**src/rtl/mem_map_pkg.sv**
```systemverilog
package mem_map_pkg;
  localparam int unsigned NCS = 6;

  typedef enum int unsigned {
    CS_RAM  = 0,
    CS_REG  = 1,
    CS_EE   = 2,
    CS_ROM  = 3,
    CS_BOOT = 4,
    CS_EXT  = 5
  } cs_idx_e;

  typedef struct packed {
    logic boot;
    logic special;
    logic mda;
  } mode_t;
endpackage

```
**src/rtl/mem_map_mode_latch.sv**
```systemverilog
module mem_map_mode_latch
  import mem_map_pkg::*;
(
  input  logic  clk_i,
  input  logic  rst_ni,
  input  logic  mode_b_i,
  input  logic  mode_a_i,
  output mode_t mode_o
);
  logic  done_q;
  mode_t mode_q;

  // capture pins once, on the first edge after reset release
  always_ff @(posedge clk_i or negedge rst_ni) begin
    if (!rst_ni) begin
      done_q <= 1'b0;
      mode_q <= '0;
    end else if (!done_q) begin
      done_q          <= 1'b1;
      mode_q.boot     <= !mode_b_i && !mode_a_i;
      mode_q.special  <= !mode_b_i;
      mode_q.mda      <= mode_a_i;
    end
  end

  assign mode_o = mode_q;
endmodule

```
**src/rtl/mem_map_reg.sv**
```systemverilog
module mem_map_reg #(
  parameter int unsigned       PW      = 4,
  parameter int unsigned       WIN     = 64,
  parameter logic [2*PW-1:0]   RST_VAL = 8'h01
) (
  input  logic            clk_i,
  input  logic            rst_ni,
  input  logic            special_i,
  input  logic            bus_cycle_i,
  input  logic            we_i,
  input  logic [2*PW-1:0] wdata_i,
  output logic [2*PW-1:0] map_o
);
  localparam int unsigned CW = $clog2(WIN + 1);
  localparam logic [CW-1:0] WIN_C = CW'(WIN);

  logic [CW-1:0]   cnt_q;
  logic            used_q;
  logic [2*PW-1:0] map_q;
  logic            open_w, take_w;

  assign open_w = special_i || (!used_q && (cnt_q < WIN_C));
  assign take_w = we_i && bus_cycle_i && open_w;

  always_ff @(posedge clk_i or negedge rst_ni) begin
    if (!rst_ni) begin
      cnt_q  <= '0;
      used_q <= 1'b0;
      map_q  <= RST_VAL;
    end else begin
      if (bus_cycle_i && (cnt_q < WIN_C)) cnt_q <= cnt_q + 1'b1;
      if (take_w) begin
        used_q <= 1'b1;
        map_q  <= wdata_i;
      end
    end
  end

  assign map_o = map_q;
endmodule

```
**src/rtl/mem_map_region_dec.sv**
```systemverilog
module mem_map_region_dec
  import mem_map_pkg::*;
#(
  parameter int unsigned       AW       = 16,
  parameter int unsigned       PW       = 4,
  parameter int unsigned       RAM_AW   = 8,
  parameter int unsigned       REG_AW   = 6,
  parameter logic [AW-1:0]     EE_LO    = 16'hB600,
  parameter logic [AW-1:0]     EE_HI    = 16'hB7FF,
  parameter logic [AW-1:0]     ROM_LO   = 16'hE000,
  parameter logic [AW-1:0]     BOOT_LO  = 16'hBF40,
  parameter logic [AW-1:0]     BOOT_HI  = 16'hBFFF,
  parameter logic [AW-1:0]     VEC_LO   = 16'hFFC0,
  parameter logic [AW-1:0]     VEC_FLIP = 16'h4000
) (
  input  logic [AW-1:0]  addr_i,
  input  mode_t          mode_i,
  input  logic           ee_en_i,
  input  logic           rom_en_i,
  input  logic [PW-1:0]  ram_pg_i,
  input  logic [PW-1:0]  reg_pg_i,
  output logic [NCS-1:0] cs_o,
  output logic [AW-1:0]  eff_o
);
  logic [AW-1:0] eff;
  logic [PW-1:0] pg;
  logic ram_hit, reg_hit, ee_hit, rom_hit, boot_hit, single;

  assign single = !mode_i.special && !mode_i.mda;
  assign eff    = (mode_i.special && addr_i >= VEC_LO) ? (addr_i ^ VEC_FLIP) : addr_i;
  assign pg     = eff[AW-1 -: PW];

  assign reg_hit  = (pg == reg_pg_i) && (eff[AW-PW-1:REG_AW] == '0);
  assign ram_hit  = (pg == ram_pg_i) && (eff[AW-PW-1:RAM_AW] == '0);
  assign boot_hit = mode_i.boot && (eff >= BOOT_LO) && (eff <= BOOT_HI);
  assign ee_hit   = ee_en_i && (eff >= EE_LO) && (eff <= EE_HI);
  assign rom_hit  = (rom_en_i || single) && (eff >= ROM_LO);

  always_comb begin
    cs_o = '0;
    if      (reg_hit)     cs_o[CS_REG]  = 1'b1;
    else if (ram_hit)     cs_o[CS_RAM]  = 1'b1;
    else if (boot_hit)    cs_o[CS_BOOT] = 1'b1;
    else if (ee_hit)      cs_o[CS_EE]   = 1'b1;
    else if (rom_hit)     cs_o[CS_ROM]  = 1'b1;
    else if (mode_i.mda)  cs_o[CS_EXT]  = 1'b1;
  end

  assign eff_o = eff;
endmodule

```
**src/rtl/mem_map_decoder.sv**
```systemverilog
module mem_map_decoder
  import mem_map_pkg::*;
#(
  parameter int unsigned     AW      = 16,
  parameter int unsigned     PW      = 4,
  parameter int unsigned     WIN     = 64,
  parameter logic [2*PW-1:0] MAP_RST = 8'h01
) (
  input  logic            clk_i,
  input  logic            rst_ni,
  input  logic            mode_b_i,
  input  logic            mode_a_i,
  input  logic            ee_en_i,
  input  logic            rom_en_i,
  input  logic [AW-1:0]   addr_i,
  input  logic            bus_cycle_i,
  input  logic            map_we_i,
  input  logic [2*PW-1:0] map_wdata_i,
  output logic [NCS-1:0]  cs_o,
  output logic [AW-1:0]   eff_addr_o,
  output logic [2*PW-1:0] map_o,
  output logic [2:0]      mode_o
);
  mode_t           mode_w;
  logic [2*PW-1:0] map_w;

  mem_map_mode_latch u_mode (
    .clk_i    (clk_i),
    .rst_ni   (rst_ni),
    .mode_b_i (mode_b_i),
    .mode_a_i (mode_a_i),
    .mode_o   (mode_w)
  );

  mem_map_reg #(.PW(PW), .WIN(WIN), .RST_VAL(MAP_RST)) u_map (
    .clk_i       (clk_i),
    .rst_ni      (rst_ni),
    .special_i   (mode_w.special),
    .bus_cycle_i (bus_cycle_i),
    .we_i        (map_we_i),
    .wdata_i     (map_wdata_i),
    .map_o       (map_w)
  );

  mem_map_region_dec #(.AW(AW), .PW(PW)) u_dec (
    .addr_i   (addr_i),
    .mode_i   (mode_w),
    .ee_en_i  (ee_en_i),
    .rom_en_i (rom_en_i),
    .ram_pg_i (map_w[2*PW-1:PW]),
    .reg_pg_i (map_w[PW-1:0]),
    .cs_o     (cs_o),
    .eff_o    (eff_addr_o)
  );

  assign map_o  = map_w;
  assign mode_o = mode_w;
endmodule

```
**config.mk**
```make
export PLATFORM = sky130hd
export DESIGN_NAME = mem_map_decoder
export DESIGN_NICKNAME = d
export VERILOG_FILES = /design/src/rtl/mem_map_pkg.sv /design/src/rtl/mem_map_mode_latch.sv /design/src/rtl/mem_map_reg.sv /design/src/rtl/mem_map_region_dec.sv /design/src/rtl/mem_map_decoder.sv
export SDC_FILE = /design/constraint.sdc
export NUM_CORES = 1
export LEC_CHECK = 0
export ABC_CLOCK_PERIOD_IN_PS = 1620
export BUFFER_PORTS_ARGS = -buffer_cell sky130_fd_sc_hd__buf_2
export CORE_AREA = 3 3 65 67
export DETAILED_ROUTE_END_ITERATION = 10
export DIE_AREA = 0 0 68 70
export SYNTH_ARGS = -nofsm -noshare
export SYNTH_HDL_FRONTEND = slang
export SYNTH_SLANG_ARGS = --single-unit
```
**constraint.sdc**
```tcl
create_clock -name clk_i -period 1.62 [get_ports clk_i]
set_clock_uncertainty 0.05 [all_clocks]
set_input_delay 0.162 -clock clk_i [delete_from_list [all_inputs] [get_ports clk_i]]
set_output_delay 0.162 -clock clk_i [all_outputs]
set_load 0.02 [all_outputs]
```
==> summary.json, run 1 <==
{
  "failed_checks": {"value": "negative setup slack"},
  "syn2layout_area_growth": {"value": 42.3, "unit": "%"},
  "synthTopCellsByArea": {"value": "sky130_fd_sc_hd__dfrtp_1 40%, sky130_fd_sc_hd__buf_4 11%, sky130_fd_sc_hd__mux2_2 7.6%"},
  "cts-root-buf": {"value": "sky130_fd_sc_hd__clkbuf_8"},
  "detail_route.wirelength": {"value": 3020, "unit": "µm"},
  "viasPerCell": {"value": 4.56},
  "syn_inst": {"value": 112},
  "max_stage_delay": {"value": 0.56, "unit": "ns"},
  "crit_chain": {"value": "xnor2_2, nand3_2, nor4_4, a221o_2, a2111oi_4, buf_4"},
  "fin_hold_ws": {"value": 0.0368, "unit": "ns"},
  "worst-path-max-fanout": {"value": 4},
  "gp_congestion": {"value": 0.827},
  "ys_seq_area_frac": {"value": 0.424},
  "grt_max_degree": {"value": 21},
  "max-cap-violations": {"value": 0},
  "vias_in_the_first_global_route": {"value": 1028},
  "startpoint_to_endpoint_class_of_the_critical_path": {"value": "reg -> out"},
  "drt-pass1-iter-count": {"value": 2},
  "layout.core_utilization": {"value": 0.457},
  "drive_above_1_share": {"value": 0.581},
  "synth.lib_cells_used.distinct": {"value": 36},
  "timing.critical_path.required": {"value": 1.41, "unit": "ns"},
  "cts_max_path_buffers": {"value": 2},
  "report.final.setup_viol": {"value": 4},
  "num_io_pins": {"value": 65},
  "yosys_register_bits": {"value": 20},
  "critical_path.startpoint_type": {"value": "flop"},
  "cp.buffers_inverters": {"value": 1},
  "placeableCoreArea": {"value": 0.00369, "unit": "mm²"},
  "fp.dieW": {"value": 68, "unit": "µm"},
  "arrival": {"value": 1.92, "unit": "ns"},
  "period_share": {"value": 1.32},
  "postSynthAreaPerCell": {"value": 10.6, "unit": "µm²"},
  "floorplan.initialDensity": {"value": 0.321},
  "die_area": {"value": 0.00476, "unit": "mm²"},
  "fmaxAchievable": {"value": 468, "unit": "MHz"},
  "clock_sinks": {"value": 20},
  "fin_total_pwr": {"value": 1.95, "unit": "mW"},
  "synthesis.nets": {"value": 145},
  "track_usage": {"value": 0.125},
  "cpLargestDelayFamily": {"value": "compound AO/OA/AOI/OAI gates"},
  "hpwlAfterDp": {"value": 2430, "unit": "µm"},
  "wl_per_cell": {"value": 13.7, "unit": "µm"},
  "holdCritPathClass": {"value": "in -> reg"},
  "cts_made_buffers": {"value": 3},
  "initial_drt_markers": {"value": 16},
  "drt.antenna.violating_nets": {"value": 0},
  "synthDominantAreaCellType": {"value": "sky130_fd_sc_hd__dfrtp_1"},
  "portBuffers": {"value": 52},
  "core.rowCount": {"value": 22},
  "power-per-cell-area": {"value": 1160, "unit": "mW/mm²"},
  "unrepaired_setup_endpoints_after_global_routing": {"value": "true"},
  "worst_ir_drop_on_vdd": {"value": 0.000640, "unit": "V"},
  "number_of_antenna_violations_at_the_first_check_in_global_routing": {"value": 0},
  "cts_htree_levels": {"value": 1},
  "grt_first_pass_wirelength": {"value": 4570, "unit": "µm"},
  "finalHoldViolCount": {"value": 0},
  "clk_pin_slew": {"value": 0.07, "unit": "ns"},
  "outcome": {"value": "finished, violations left"},
  "cp-end-kind": {"value": "output pin"},
  "yosysWarningCount": {"value": 0},
  "die_h": {"value": 70, "unit": "µm"},
  "report.final.slew_viol_count": {"value": 0},
  "worst_skew_pair.late_latency": {"value": 0.25, "unit": "ns"},
  "timing.critical_path.slowest_stage_cell": {"value": "sky130_fd_sc_hd__dfstp_2"},
  "post-place-ws": {"value": -0.382, "unit": "ns"},
  "drc_errors": {"value": 0},
  "synth.cell_area": {"value": 0.00118, "unit": "mm²"},
  "setup_slack": {"value": -0.515, "unit": "ns"},
  "antenna-diode-count": {"value": 0},
  "share_of_yosys_cell_area_claimed_by_the_top_area_cell_type": {"value": 0.402},
  "tritoncts_clock_tree": {"value": "built"},
  "leakagePower": {"value": 0.818, "unit": "nW"},
  "vias": {"value": 1004},
  "num-nets-final": {"value": 206},
  "grt_overflow": {"value": 0},
  "minimum_period_implied_by_the_final_worst_setup_slack": {"value": 2.14, "unit": "ns"}
}
[per-stage QoR]
stage	std cells	instance area, µm²	TNS, ns
4_1_cts	219	1630	-1.85
5_1_grt	220	1680	-1.87
3_3_place_gp	214	1550	-0.593
2_1_floorplan	112	1210	-0.517
6_report	220	1680	-1.47
3_5_place_dp	214	1550	-1.17
[layout make-up]
class | instances | area, µm²
flip-flops and latches | 20 | 502
well taps | 48 | 60.1
repair buffers | 74 | 443
fillers | 360 | 2000
clock buffers | 3 | 41.3
clock inverters | 1 | 30.0
multi-input cells | 69 | 589
inverters | 5 | 18.8
[cells by family after synthesis]
| logic type | Yosys count | share of synthesized area |
|---|---|---|
| muxes | 9 | 0.0846 |
| adders and majority gates | 1 | 0.0106 |
| xor gates and xnor gates | 13 | 0.0962 |
| AOI/OAI and AO/OA | 12 | 0.0962 |
| DFF | 20 | 0.424 |
| buffers and inverters | 23 | 0.127 |
| other | 1 | 0.00317 |
| and+or+nand+nor | 33 | 0.159 |
[state kept, by name, indices dropped and copies added, names as in the netlist]
register,cells
u_map.map_o,8
u_map.cnt_q,7
u_mode.mode_o,3
u_map.used_q,1
u_mode.done_q,1
[cells in the mapped netlist]
cell type and count:
sky130_fd_sc_hd__a221oi_1 1, sky130_fd_sc_hd__inv_2 1, sky130_fd_sc_hd__nor4b_1 1, sky130_fd_sc_hd__o31ai_4 1
sky130_fd_sc_hd__nor2_1 8, sky130_fd_sc_hd__nand3_1 6, sky130_fd_sc_hd__mux2_2 8, sky130_fd_sc_hd__buf_4 17
sky130_fd_sc_hd__xnor2_1 7, sky130_fd_sc_hd__nand2_1 5, sky130_fd_sc_hd__and3_1 2, sky130_fd_sc_hd__or2_2 1
sky130_fd_sc_hd__a221o_2 1, sky130_fd_sc_hd__and2_1 1, sky130_fd_sc_hd__dfrtp_1 19, sky130_fd_sc_hd__o31ai_1 1
sky130_fd_sc_hd__nor4_1 3, sky130_fd_sc_hd__nand3_4 1, sky130_fd_sc_hd__nor2b_1 1, sky130_fd_sc_hd__o211ai_1 1
sky130_fd_sc_hd__o211a_1 1, sky130_fd_sc_hd__mux2i_1 1, sky130_fd_sc_hd__nand4_2 1, sky130_fd_sc_hd__nor3b_1 1
sky130_fd_sc_hd__nand2b_1 1, sky130_fd_sc_hd__xor2_1 6, sky130_fd_sc_hd__o21bai_1 1, sky130_fd_sc_hd__inv_1 4
sky130_fd_sc_hd__a2111oi_2 1, sky130_fd_sc_hd__o21ai_0 3, sky130_fd_sc_hd__conb_1 1, sky130_fd_sc_hd__dfstp_2 1
sky130_fd_sc_hd__clkbuf_1 1, sky130_fd_sc_hd__nand4_1 1, sky130_fd_sc_hd__ha_1 1, sky130_fd_sc_hd__a221o_1 1
[worst paths after layout]
check	slack, ns	depth (start not counted)	end	from
worst max-delay path	-0.52	6	cs_o[5]	u_map.map_o[0]$_DFFE_PN1P_
worst min-delay path	0.04	2	u_mode.mode_o[1]$_DFFE_PN0N_	mode_b_i
worst max register to register	0.14	3	u_map.map_o[7]$_DFFE_PN0P_	u_mode.mode_o[1]$_DFFE_PN0N_
worst min register to register	0.43	1	u_map.cnt_q[5]$_DFFE_PN0P_	u_map.cnt_q[5]$_DFFE_PN0P_
max in group asynchronous	0.85	2	u_map.map_o[0]$_DFFE_PN1P_	rst_ni
min in group asynchronous	0.33	2	u_mode.mode_o[2]$_DFFE_PN0N_	rst_ni
[report_power, final]
group	internal, mW	total [mW]	switching [mW]
clock	0.330	0.491	0.162
combinational	0.341	0.681	0.340
sequential	0.649	0.780	0.131
total	1.32	1.95	0.633
[routing by layer]
metal,part of all wire,GRT usage,wire (µm)
met5,0,0,0
met4,0.018,0.0552,55
met3,0.080,0.0273,243
met2,0.51,0.212,1560
met1,0.39,0.145,1170
[cells in the final DEF, fill, tap and decap left out, types with 2 or more instances in the layout]
master	Yosys	final
sky130_fd_sc_hd__buf_4	17	22
sky130_fd_sc_hd__xor2_1	6	6
sky130_fd_sc_hd__buf_6	0	2
sky130_fd_sc_hd__buf_2	0	49
sky130_fd_sc_hd__o21ai_0	3	3
sky130_fd_sc_hd__nor2_1	8	6
sky130_fd_sc_hd__nand2_1	5	5
sky130_fd_sc_hd__and3_1	2	2
sky130_fd_sc_hd__clkbuf_8	0	3
sky130_fd_sc_hd__inv_1	4	4
sky130_fd_sc_hd__nor2_2	0	2
sky130_fd_sc_hd__xnor2_1	7	6
sky130_fd_sc_hd__mux2_2	8	8
sky130_fd_sc_hd__dfrtp_1	19	19
sky130_fd_sc_hd__nand3_1	6	5
[what timing repair did]
item | in CTS | in global routing
hold buffers | 1 | 0
pin swaps | 0 | 7
endpoints found under the setup margin | 4 | 4
setup buffers | 0 | 1
hold endpoints to repair | 19 | 0
gates resized for setup | 1 | 10
No activity file was read; power rests on OpenSTA's default activity.
==> run 2, diff against run 1 <==
--- a/config.mk
+++ b/config.mk
@@ -5,11 +5,13 @@
 export SDC_FILE = /design/constraint.sdc
 export NUM_CORES = 1
 export LEC_CHECK = 0
+export ABC_AREA = 1
 export ABC_CLOCK_PERIOD_IN_PS = 1620
 export BUFFER_PORTS_ARGS = -buffer_cell sky130_fd_sc_hd__buf_2
-export CORE_AREA = 3 3 65 67
+export CORE_AREA = 3 3 67 69
 export DETAILED_ROUTE_END_ITERATION = 10
-export DIE_AREA = 0 0 68 70
+export DIE_AREA = 0 0 70 72
+export PLACE_DENSITY = 0.72
 export SYNTH_ARGS = -nofsm -noshare
 export SYNTH_HDL_FRONTEND = slang
 export SYNTH_SLANG_ARGS = --single-unit
==> run 2 against run 1 <==
  * The flow still finishes with violations (negative setup slack)
  * Highest routed layer unchanged
  * Critical endpoint is now cs_o[3]
  * Largest power group unchanged
  * Clock-buffer cell count did not move
  * First-iteration DRC count rose by 25%
  * Sequential share of layout area rose by 1.8 points
==> summary.json, run 2 <==
{
  "setup_slack": {"value": -0.0279, "unit": "ns", "change": "was -0.515 ns"},
  "cts-root-buf": {"value": "sky130_fd_sc_hd__clkbuf_8", "change": "unchanged"},
  "placeableCoreArea": {"value": 0.00397, "unit": "mm²", "change": "was 0.00369 mm²"},
  "most_frequent_standard_cell_in_the_layout_excluding_fill_and_tap_cells": {"value": "sky130_fd_sc_hd__buf_2", "change": "unchanged"},
  "drt-pass1-iter-count": {"value": 4, "change": "was 2"},
  "unrepaired_setup_endpoints_after_global_routing": {"value": "true", "change": "unchanged"},
  "viasPerCell": {"value": 4.28, "change": "was 4.56"},
  "fmaxAchievable": {"value": 607, "unit": "MHz", "change": "was 468 MHz"},
  "synthTopCellsByArea": {"value": "sky130_fd_sc_hd__dfrtp_1 38%, sky130_fd_sc_hd__buf_4 10%, sky130_fd_sc_hd__nand2_1 8.0%", "change": "was sky130_fd_sc_hd__dfrtp_1 40%, sky130_fd_sc_hd__buf_4 11%, sky130_fd_sc_hd__mux2_2 7.6%"},
  "clk_pin_slew": {"value": 0.07, "unit": "ns", "change": "about the same"},
  "post-place-ws": {"value": 0.175, "unit": "ns", "change": "was -0.382 ns"},
  "worst-path-max-fanout": {"value": 4, "change": "unchanged"},
  "portBuffers": {"value": 52, "change": "unchanged"},
  "die_area": {"value": 0.00504, "unit": "mm²", "change": "was 0.00476 mm²"},
  "worst_skew_pair.late_latency": {"value": 0.25, "unit": "ns", "change": "about the same"},
  "floorplan.initialDensity": {"value": 0.319, "change": "was 0.321"},
  "cp-end-kind": {"value": "output pin", "change": "unchanged"},
  "yosysWarningCount": {"value": 0, "change": "unchanged"},
  "syn2layout_area_growth": {"value": 25.4, "unit": "%", "change": "was 42.3%"},
  "finish.cell_count_without_fillers": {"value": 247, "change": "was 220"},
  "die_h": {"value": 72, "unit": "µm", "change": "was 70 µm"},
  "drive_above_1_share": {"value": 0.426, "change": "was 0.581"},
  "drt.antenna.violating_nets": {"value": 0, "change": "unchanged"},
  "max_stage_delay": {"value": 0.55, "unit": "ns", "change": "was 0.56 ns"},
  "outcome": {"value": "finished, violations left", "change": "unchanged"},
  "critical_path.startpoint_type": {"value": "flop", "change": "unchanged"},
  "drc_errors": {"value": 0, "change": "unchanged"},
  "switching_share": {"value": 0.292, "change": "was 0.324"},
  "synth.top_cells.by_count": {"value": "27 x sky130_fd_sc_hd__nand2_1, 19 x sky130_fd_sc_hd__dfrtp_1, 19 x sky130_fd_sc_hd__nor2_1, 17 x sky130_fd_sc_hd__buf_4, 17 x sky130_fd_sc_hd__inv_1", "change": "was 19 x sky130_fd_sc_hd__dfrtp_1, 17 x sky130_fd_sc_hd__buf_4, 8 x sky130_fd_sc_hd__mux2_2, 8 x sky130_fd_sc_hd__nor2_1, 7 x sky130_fd_sc_hd__xnor2_1"},
  "crit_path_frequent_cell": {"value": "sky130_fd_sc_hd__nand3_2"},
  "failed_checks": {"value": "negative setup slack", "change": "unchanged"},
  "holdCritPathClass": {"value": "in -> reg", "change": "unchanged"},
  "numPlacedInstances": {"value": 239, "change": "was 214"},
  "grt_first_pass_wirelength": {"value": 4490, "unit": "µm", "change": "was 4570 µm"},
  "yosys_register_bits": {"value": 20, "change": "unchanged"},
  "vias": {"value": 1056, "change": "was 1004"},
  "postSynthAreaPerCell": {"value": 8.17, "unit": "µm²", "change": "was 10.6 µm²"},
  "synthesis.nets": {"value": 188, "change": "was 145"},
  "synth.cell_area": {"value": 0.00127, "unit": "mm²", "change": "was 0.00118 mm²"},
  "cts_max_path_buffers": {"value": 2, "change": "unchanged"},
  "cts_htree_levels": {"value": 1, "change": "unchanged"},
  "synthDominantAreaCellType": {"value": "sky130_fd_sc_hd__dfrtp_1", "change": "unchanged"},
  "minimum_period_implied_by_the_final_worst_setup_slack": {"value": 1.65, "unit": "ns", "change": "was 2.14 ns"},
  "internal_power_consumption": {"value": 1.05, "unit": "mW", "change": "was 1.32 mW"},
  "startpoint_to_endpoint_class_of_the_critical_path": {"value": "reg -> out", "change": "unchanged"},
  "power-per-cell-area": {"value": 932, "unit": "mW/mm²", "change": "was 1160 mW/mm²"},
  "antenna-diode-count": {"value": 0, "change": "unchanged"},
  "most_instantiated_library_cell_after_synthesis": {"value": "sky130_fd_sc_hd__nand2_1", "change": "was sky130_fd_sc_hd__dfrtp_1"},
  "share_of_yosys_cell_area_claimed_by_the_top_area_cell_type": {"value": 0.375, "change": "was 0.402"},
  "worst_ir_drop_on_vdd": {"value": 0.000429, "unit": "V", "change": "was 0.000640 V"},
  "hpwlAfterDp": {"value": 2230, "unit": "µm", "change": "was 2430 µm"},
  "syn_inst": {"value": 155, "change": "was 112"},
  "fraction_of_registers_with_async_set_or_reset_after_synthesis": {"value": 1.00, "change": "unchanged"},
  "largest_register_ffs": {"value": 8, "change": "unchanged"},
  "clock_sinks": {"value": 20, "change": "unchanged"},
  "layout.core_utilization": {"value": 0.400, "change": "was 0.457"},
  "pwr-share-seq": {"value": 0.406, "change": "was 0.399"},
  "num-nets-final": {"value": 231, "change": "was 206"},
  "tritoncts_clock_tree": {"value": "built", "change": "unchanged"},
  "crit_chain": {"value": "or2_1, nand3_2, nor2_2, nand3_2, nand2_2, nor2_1, buf_4", "change": "was xnor2_2, nand3_2, nor4_4, a221o_2, a2111oi_4, buf_4"},
  "number_of_antenna_violations_at_the_first_check_in_global_routing": {"value": 0, "change": "unchanged"},
  "track_usage": {"value": 0.111, "change": "was 0.125"},
  "arrival": {"value": 1.44, "unit": "ns", "change": "was 1.92 ns"},
  "vias_in_the_first_global_route": {"value": 1075, "change": "was 1028"},
  "timing.critical_path.slowest_stage_cell": {"value": "sky130_fd_sc_hd__dfstp_2", "change": "unchanged"},
  "timing.critical_path.required": {"value": 1.41, "unit": "ns", "change": "about the same"},
  "grt_max_degree": {"value": 21, "change": "unchanged"},
  "n_fill_cell": {"value": 428, "change": "was 360"},
  "core.rowCount": {"value": 23, "change": "was 22"},
  "period_share": {"value": 1.02, "change": "was 1.32"},
  "num_io_pins": {"value": 65, "change": "unchanged"},
  "report.final.setup_viol": {"value": 3, "change": "was 4"},
  "detail_route.wirelength": {"value": 2650, "unit": "µm", "change": "was 3020 µm"},
  "synth.lib_cells_used.distinct": {"value": 29, "change": "was 36"},
  "timing.reg2reg.setup_slack": {"value": 0.20, "unit": "ns", "change": "was 0.14 ns"},
  "ys_flop_type": {"value": "sky130_fd_sc_hd__dfrtp_1", "change": "unchanged"},
  "ys_seq_area_frac": {"value": 0.396, "change": "was 0.424"},
  "synth_edf_count": {"value": 0, "change": "unchanged"},
  "grt_overflow": {"value": 0, "change": "unchanged"},
  "max-cap-violations": {"value": 0, "change": "unchanged"},
  "comb_power_share": {"value": 0.266, "change": "was 0.349"},
  "gp_congestion": {"value": 0.849, "change": "was 0.827"},
  "cts_made_buffers": {"value": 3, "change": "unchanged"},
  "net-switching-power": {"value": 0.433, "unit": "mW", "change": "was 0.633 mW"},
  "power.clock.fraction": {"value": 0.328, "change": "was 0.252"},
  "leakagePower": {"value": 0.839, "unit": "nW", "change": "was 0.818 nW"},
  "wl_per_cell": {"value": 10.7, "unit": "µm", "change": "was 13.7 µm"},
  "finalHoldViolCount": {"value": 0, "change": "unchanged"},
  "initial_drt_markers": {"value": 20, "change": "was 16"},
  "mostFrequentLayoutCells": {"value": "48 x sky130_fd_sc_hd__buf_2, 27 x sky130_fd_sc_hd__nand2_1, 19 x sky130_fd_sc_hd__dfrtp_1", "change": "was 49 x sky130_fd_sc_hd__buf_2, 22 x sky130_fd_sc_hd__buf_4, 19 x sky130_fd_sc_hd__dfrtp_1"},
  "fp.dieW": {"value": 70, "unit": "µm", "change": "was 68 µm"},
  "report.final.slew_viol_count": {"value": 0, "change": "unchanged"}
}
## run 2: power groups by stage
stage | combinational, mW | sequential, mW | clock [mW]
3_3_place_gp | 0.361 | 0.611 | 0
6_report | 0.394 | 0.600 | 0.485
3_5_place_dp | 0.365 | 0.615 | 0
4_1_cts | 0.387 | 0.603 | 0.503
2_1_floorplan | 0.202 | 0.667 | 0
5_1_grt | 0.441 | 0.609 | 0.514
## run 2: path summary, 6_finish.rpt
kind | to | cells after the start | start
max | cs_o[3] | 7 | u_map.map_o[0]$_DFFE_PN1P_
min | u_mode.mode_o[2]$_DFFE_PN0N_ | 2 | mode_a_i
max reg2reg | u_map.map_o[0]$_DFFE_PN1P_ | 5 | u_mode.mode_o[1]$_DFFE_PN0N_
min reg2reg | u_map.cnt_q[5]$_DFFE_PN0P_ | 1 | u_map.cnt_q[5]$_DFFE_PN0P_
max in group asynchronous | u_map.map_o[0]$_DFFE_PN1P_ | 2 | rst_ni
min in group asynchronous | u_map.map_o[7]$_DFFE_PN0P_ | 2 | rst_ni
## run 2: worst max-delay path, delay by kind of cell (launching register included)
family	cells	cell delay [ns]
DFF	1	0.55
and+or+nand+nor	6	0.49
buffers and inverters	1	0.15
## run 2: cells by family after synthesis
group | Yosys count | share of synthesized area
compound gates | 10 | 0.0435
other cells | 1 | 0.00296
xor+xnor | 8 | 0.0553
fa+ha+maj | 1 | 0.00988
mux | 5 | 0.0445
simple gates | 71 | 0.276
buf+inv | 39 | 0.172
flops | 20 | 0.396
## run 2: layer usage
layer	vias to the layer above	wire length [µm]	global-route usage
met5	-	0	0
met3	6	203	0.0194
met2	39	1280	0.201
met1	466	1130	0.132
met4	0	38	0.0404
li1	545	-	-
## run 2: cell type report
class,count,area (µm²),area share
clock inverter,1,30.0,0.0189
tap,50,62.6,0.0394
timing repair buffer,56,307,0.193
sequential,20,502,0.316
clock buffer,3,41.3,0.0260
multi-input combinational,96,567,0.357
inverter,21,78.8,0.0496
## run 2: stage by stage
| step | instance area, µm² | total power, mW | TNS [ns] | hold WS [ns] |
|---|---|---|---|---|
| 5_1_grt | 1590 | 1.56 | -0.377 | 0.0496 |
| 4_1_cts | 1560 | 1.49 | -0.0642 | 0.0498 |
| 6_report | 1590 | 1.48 | -0.0771 | 0.0539 |
| 3_3_place_gp | 1450 | 0.972 | 0 | 0.0819 |
| 3_5_place_dp | 1450 | 0.980 | 0 | 0.0850 |
| 2_1_floorplan | 1270 | 0.869 | 0 | -0.184 |
## run 2: what timing repair did
item	CTS	global route
hold endpoints to repair	19	0
pin swaps	3	2
endpoints found under the setup margin	4	4
setup buffers	2	1
gates resized for setup	5	5
hold buffers	1	0
==> run 3, diff against run 2 <==
--- a/config.mk
+++ b/config.mk
@@ -12,6 +12,7 @@
 export DETAILED_ROUTE_END_ITERATION = 10
 export DIE_AREA = 0 0 70 72
 export PLACE_DENSITY = 0.72
+export SETUP_SLACK_MARGIN = 0.1
 export SYNTH_ARGS = -nofsm -noshare
 export SYNTH_HDL_FRONTEND = slang
 export SYNTH_SLANG_ARGS = --single-unit
==> run 3 against run 2 <==
  * Sequential power barely moved
  * Clock power barely moved
  * First-iteration DRC count rose by 30%
  * Via count rose by 0.57%
  * Critical path type unchanged
  * The flow still finishes with violations (negative setup slack)
  * Wire length rose by 0.23%
  * Non-clock buffer count did not move
  * Global-route usage did not move
==> summary.json, run 3 (same netlist as run 2, synthesis figures left out) <==
{
  "outcome": {"value": "finished, violations left", "change": "unchanged"},
  "failed_checks": {"value": "negative setup slack", "change": "unchanged"},
  "most_frequent_standard_cell_in_the_layout_excluding_fill_and_tap_cells": {"value": "sky130_fd_sc_hd__buf_2", "change": "unchanged"},
  "grt_first_pass_wirelength": {"value": 4490, "unit": "µm", "change": "unchanged"},
  "max_stage_delay": {"value": 0.55, "unit": "ns", "change": "about the same"},
  "core.rowCount": {"value": 23, "change": "unchanged"},
  "cpLargestDelayFamily": {"value": "flip-flops", "change": "unchanged"},
  "clock_sinks": {"value": 20, "change": "unchanged"},
  "vias": {"value": 1062, "change": "was 1056"},
  "placeableCoreArea": {"value": 0.00397, "unit": "mm²", "change": "unchanged"},
  "num-nets-final": {"value": 231, "change": "unchanged"},
  "cp.buffers_inverters": {"value": 1, "change": "unchanged"},
  "number_of_antenna_violations_at_the_first_check_in_global_routing": {"value": 0, "change": "unchanged"},
  "drive_above_1_share": {"value": 0.426, "change": "unchanged"},
  "unrepaired_setup_endpoints_after_global_routing": {"value": "true", "change": "unchanged"},
  "finalHoldViolCount": {"value": 0, "change": "unchanged"},
  "period_share": {"value": 1.02, "change": "about the same"},
  "grt_max_degree": {"value": 21, "change": "unchanged"},
  "startpoint_to_endpoint_class_of_the_critical_path": {"value": "reg -> out", "change": "unchanged"},
  "floorplan.initialDensity": {"value": 0.319, "change": "unchanged"},
  "report.final.setup_viol": {"value": 3, "change": "unchanged"},
  "power-per-cell-area": {"value": 927, "unit": "mW/mm²", "change": "was 932 mW/mm²"},
  "wl_per_cell": {"value": 10.8, "unit": "µm", "change": "was 10.7 µm"},
  "setup_slack": {"value": -0.0284, "unit": "ns", "change": "was -0.0279 ns"},
  "gp_congestion": {"value": 0.849, "change": "unchanged"},
  "portBuffers": {"value": 52, "change": "unchanged"},
  "report.final.slew_viol_count": {"value": 0, "change": "unchanged"},
  "initial_drt_markers": {"value": 26, "change": "was 20"},
  "worst_ir_drop_on_vdd": {"value": 0.000429, "unit": "V", "change": "about the same"},
  "syn2layout_area_growth": {"value": 26.2, "unit": "%", "change": "was 25.4%"},
  "leakagePower": {"value": 0.839, "unit": "nW", "change": "about the same"},
  "viasPerCell": {"value": 4.30, "change": "was 4.28"},
  "cts_htree_levels": {"value": 1, "change": "unchanged"},
  "timing.critical_path.slowest_stage_cell": {"value": "sky130_fd_sc_hd__dfstp_2", "change": "unchanged"},
  "hpwlAfterDp": {"value": 2230, "unit": "µm", "change": "unchanged"},
  "die_area": {"value": 0.00504, "unit": "mm²", "change": "unchanged"},
  "die_h": {"value": 72, "unit": "µm", "change": "unchanged"},
  "drc_errors": {"value": 0, "change": "unchanged"},
  "cp-end-kind": {"value": "output pin", "change": "unchanged"},
  "max-cap-violations": {"value": 0, "change": "unchanged"},
  "setup_tns": {"value": -0.0790, "unit": "ns", "change": "was -0.0771 ns"},
  "minimum_period_implied_by_the_final_worst_setup_slack": {"value": 1.65, "unit": "ns", "change": "about the same"},
  "crit_chain": {"value": "or2_1, nand3_2, nor2_2, nand3_2, nand2_2, nor2_1, buf_4", "change": "unchanged"},
  "arrival": {"value": 1.44, "unit": "ns", "change": "about the same"},
  "timing.critical_path.required": {"value": 1.41, "unit": "ns", "change": "about the same"},
  "drt-pass1-iter-count": {"value": 4, "change": "unchanged"},
  "post-place-ws": {"value": 0.175, "unit": "ns", "change": "unchanged"},
  "clk_pin_slew": {"value": 0.07, "unit": "ns", "change": "about the same"},
  "largest_register_ffs": {"value": 8, "change": "unchanged"},
  "antenna-diode-count": {"value": 0, "change": "unchanged"},
  "fmaxAchievable": {"value": 607, "unit": "MHz", "change": "about the same"},
  "cts-root-buf": {"value": "sky130_fd_sc_hd__clkbuf_8", "change": "unchanged"},
  "mostFrequentLayoutCells": {"value": "47 x sky130_fd_sc_hd__buf_2, 27 x sky130_fd_sc_hd__nand2_1, 19 x sky130_fd_sc_hd__dfrtp_1", "change": "was 48 x sky130_fd_sc_hd__buf_2, 27 x sky130_fd_sc_hd__nand2_1, 19 x sky130_fd_sc_hd__dfrtp_1"},
  "drt.antenna.violating_nets": {"value": 0, "change": "unchanged"},
  "detail_route.wirelength": {"value": 2660, "unit": "µm", "change": "was 2650 µm"},
  "num_io_pins": {"value": 65, "change": "unchanged"},
  "tritoncts_clock_tree": {"value": "built", "change": "unchanged"},
  "worst_skew_pair.late_latency": {"value": 0.25, "unit": "ns", "change": "about the same"},
  "crit_path_frequent_cell": {"value": "sky130_fd_sc_hd__nand3_2", "change": "unchanged"},
  "cts_made_buffers": {"value": 3, "change": "unchanged"},
  "fp.dieW": {"value": 70, "unit": "µm", "change": "unchanged"},
  "cts_max_path_buffers": {"value": 2, "change": "unchanged"},
  "grt_overflow": {"value": 0, "change": "unchanged"},
  "vias_in_the_first_global_route": {"value": 1075, "change": "unchanged"},
  "track_usage": {"value": 0.111, "change": "unchanged"},
  "layout.core_utilization": {"value": 0.402, "change": "was 0.400"},
  "critical_path.startpoint_type": {"value": "flop", "change": "unchanged"},
  "worst-path-max-fanout": {"value": 4, "change": "unchanged"},
  "holdCritPathClass": {"value": "in -> reg", "change": "unchanged"}
}
## run 3: cell counts in the layout (fill, tap and decap cells not counted)
Identical to the previous run, type by type.
## run 3: worst paths after layout
check / cells after the start / endpoint / slack, ns / from
max: 7 / cs_o[3] / -0.03 / u_map.map_o[0]$_DFFE_PN1P_
min: 2 / u_mode.mode_o[2]$_DFFE_PN0N_ / 0.05 / mode_a_i
max reg2reg: 5 / u_map.map_o[5]$_DFFE_PN0P_ / 0.29 / u_mode.mode_o[1]$_DFFE_PN0N_
min reg2reg: 1 / u_map.cnt_q[5]$_DFFE_PN0P_ / 0.43 / u_map.cnt_q[5]$_DFFE_PN0P_
max in group asynchronous: 2 / u_map.map_o[0]$_DFFE_PN1P_ / 0.85 / rst_ni
min in group asynchronous: 2 / u_map.map_o[7]$_DFFE_PN0P_ / 0.32 / rst_ni
## run 3: cell type report
class                           count  area (µm²)
Inverter                           21        78.8
Timing Repair Buffer               56         309
Sequential cell                    20         502
Multi-Input combinational cell     96         574
Tap cell                           50        62.6
Clock buffer                        3        41.3
Fill cell                         431        2370
Clock inverter                      1        30.0
## run 3: metrics by stage
step / hold WS (ns) / power (mW) / cell area (µm²) / cells
final: 0.0534 / 1.48 / 1600 / 247
after global routing: 0.0496 / 1.57 / 1600 / 247
after CTS: 0.0498 / 1.49 / 1570 / 246
after detailed placement: 0.0850 / 0.980 / 1450 / 239
after global placement: 0.0819 / 0.972 / 1450 / 239
after floorplan: -0.184 / 0.869 / 1270 / 155
## run 3: routing by layer
| metal | part of all wire | vias to the layer above | track usage |
|---|---|---|---|
| met5 | 0 | - | 0 |
| met4 | 0.014 | 0 | 0.0404 |
| met3 | 0.075 | 6 | 0.0194 |
| met2 | 0.49 | 39 | 0.201 |
| met1 | 0.42 | 470 | 0.132 |
| li1 | - | 547 | - |
## run 3: what timing repair did
action / CTS / global route
setup endpoints to repair: 5 / 10
hold buffers: 1 / 0
pin swaps: 3 / 1
resized for setup: 6 / 6
endpoints found under the hold margin: 19 / 0
setup buffers: 2 / 1
## run 3: worst reg2reg max path, delay by kind of cell, from the launching register on
| kind | cells | cell delay (ns) |
|---|---|---|
| DFF | 1 | 0.40 |
| muxes | 1 | 0.35 |
| buffers and inverters | 2 | 0.21 |
| and+or+nand+nor | 1 | 0.15 |
| AOI/OAI and AO/OA | 1 | 0.07 |
## run 3: power by group
part | total, mW | internal (mW) | switching (mW) | leakage [nW]
clock | 0.487 | 0.329 | 0.157 | 0.0357
combinational | 0.395 | 0.162 | 0.233 | 0.569
sequential | 0.600 | 0.556 | 0.0437 | 0.234
total | 1.48 | 1.05 | 0.434 | 0.839
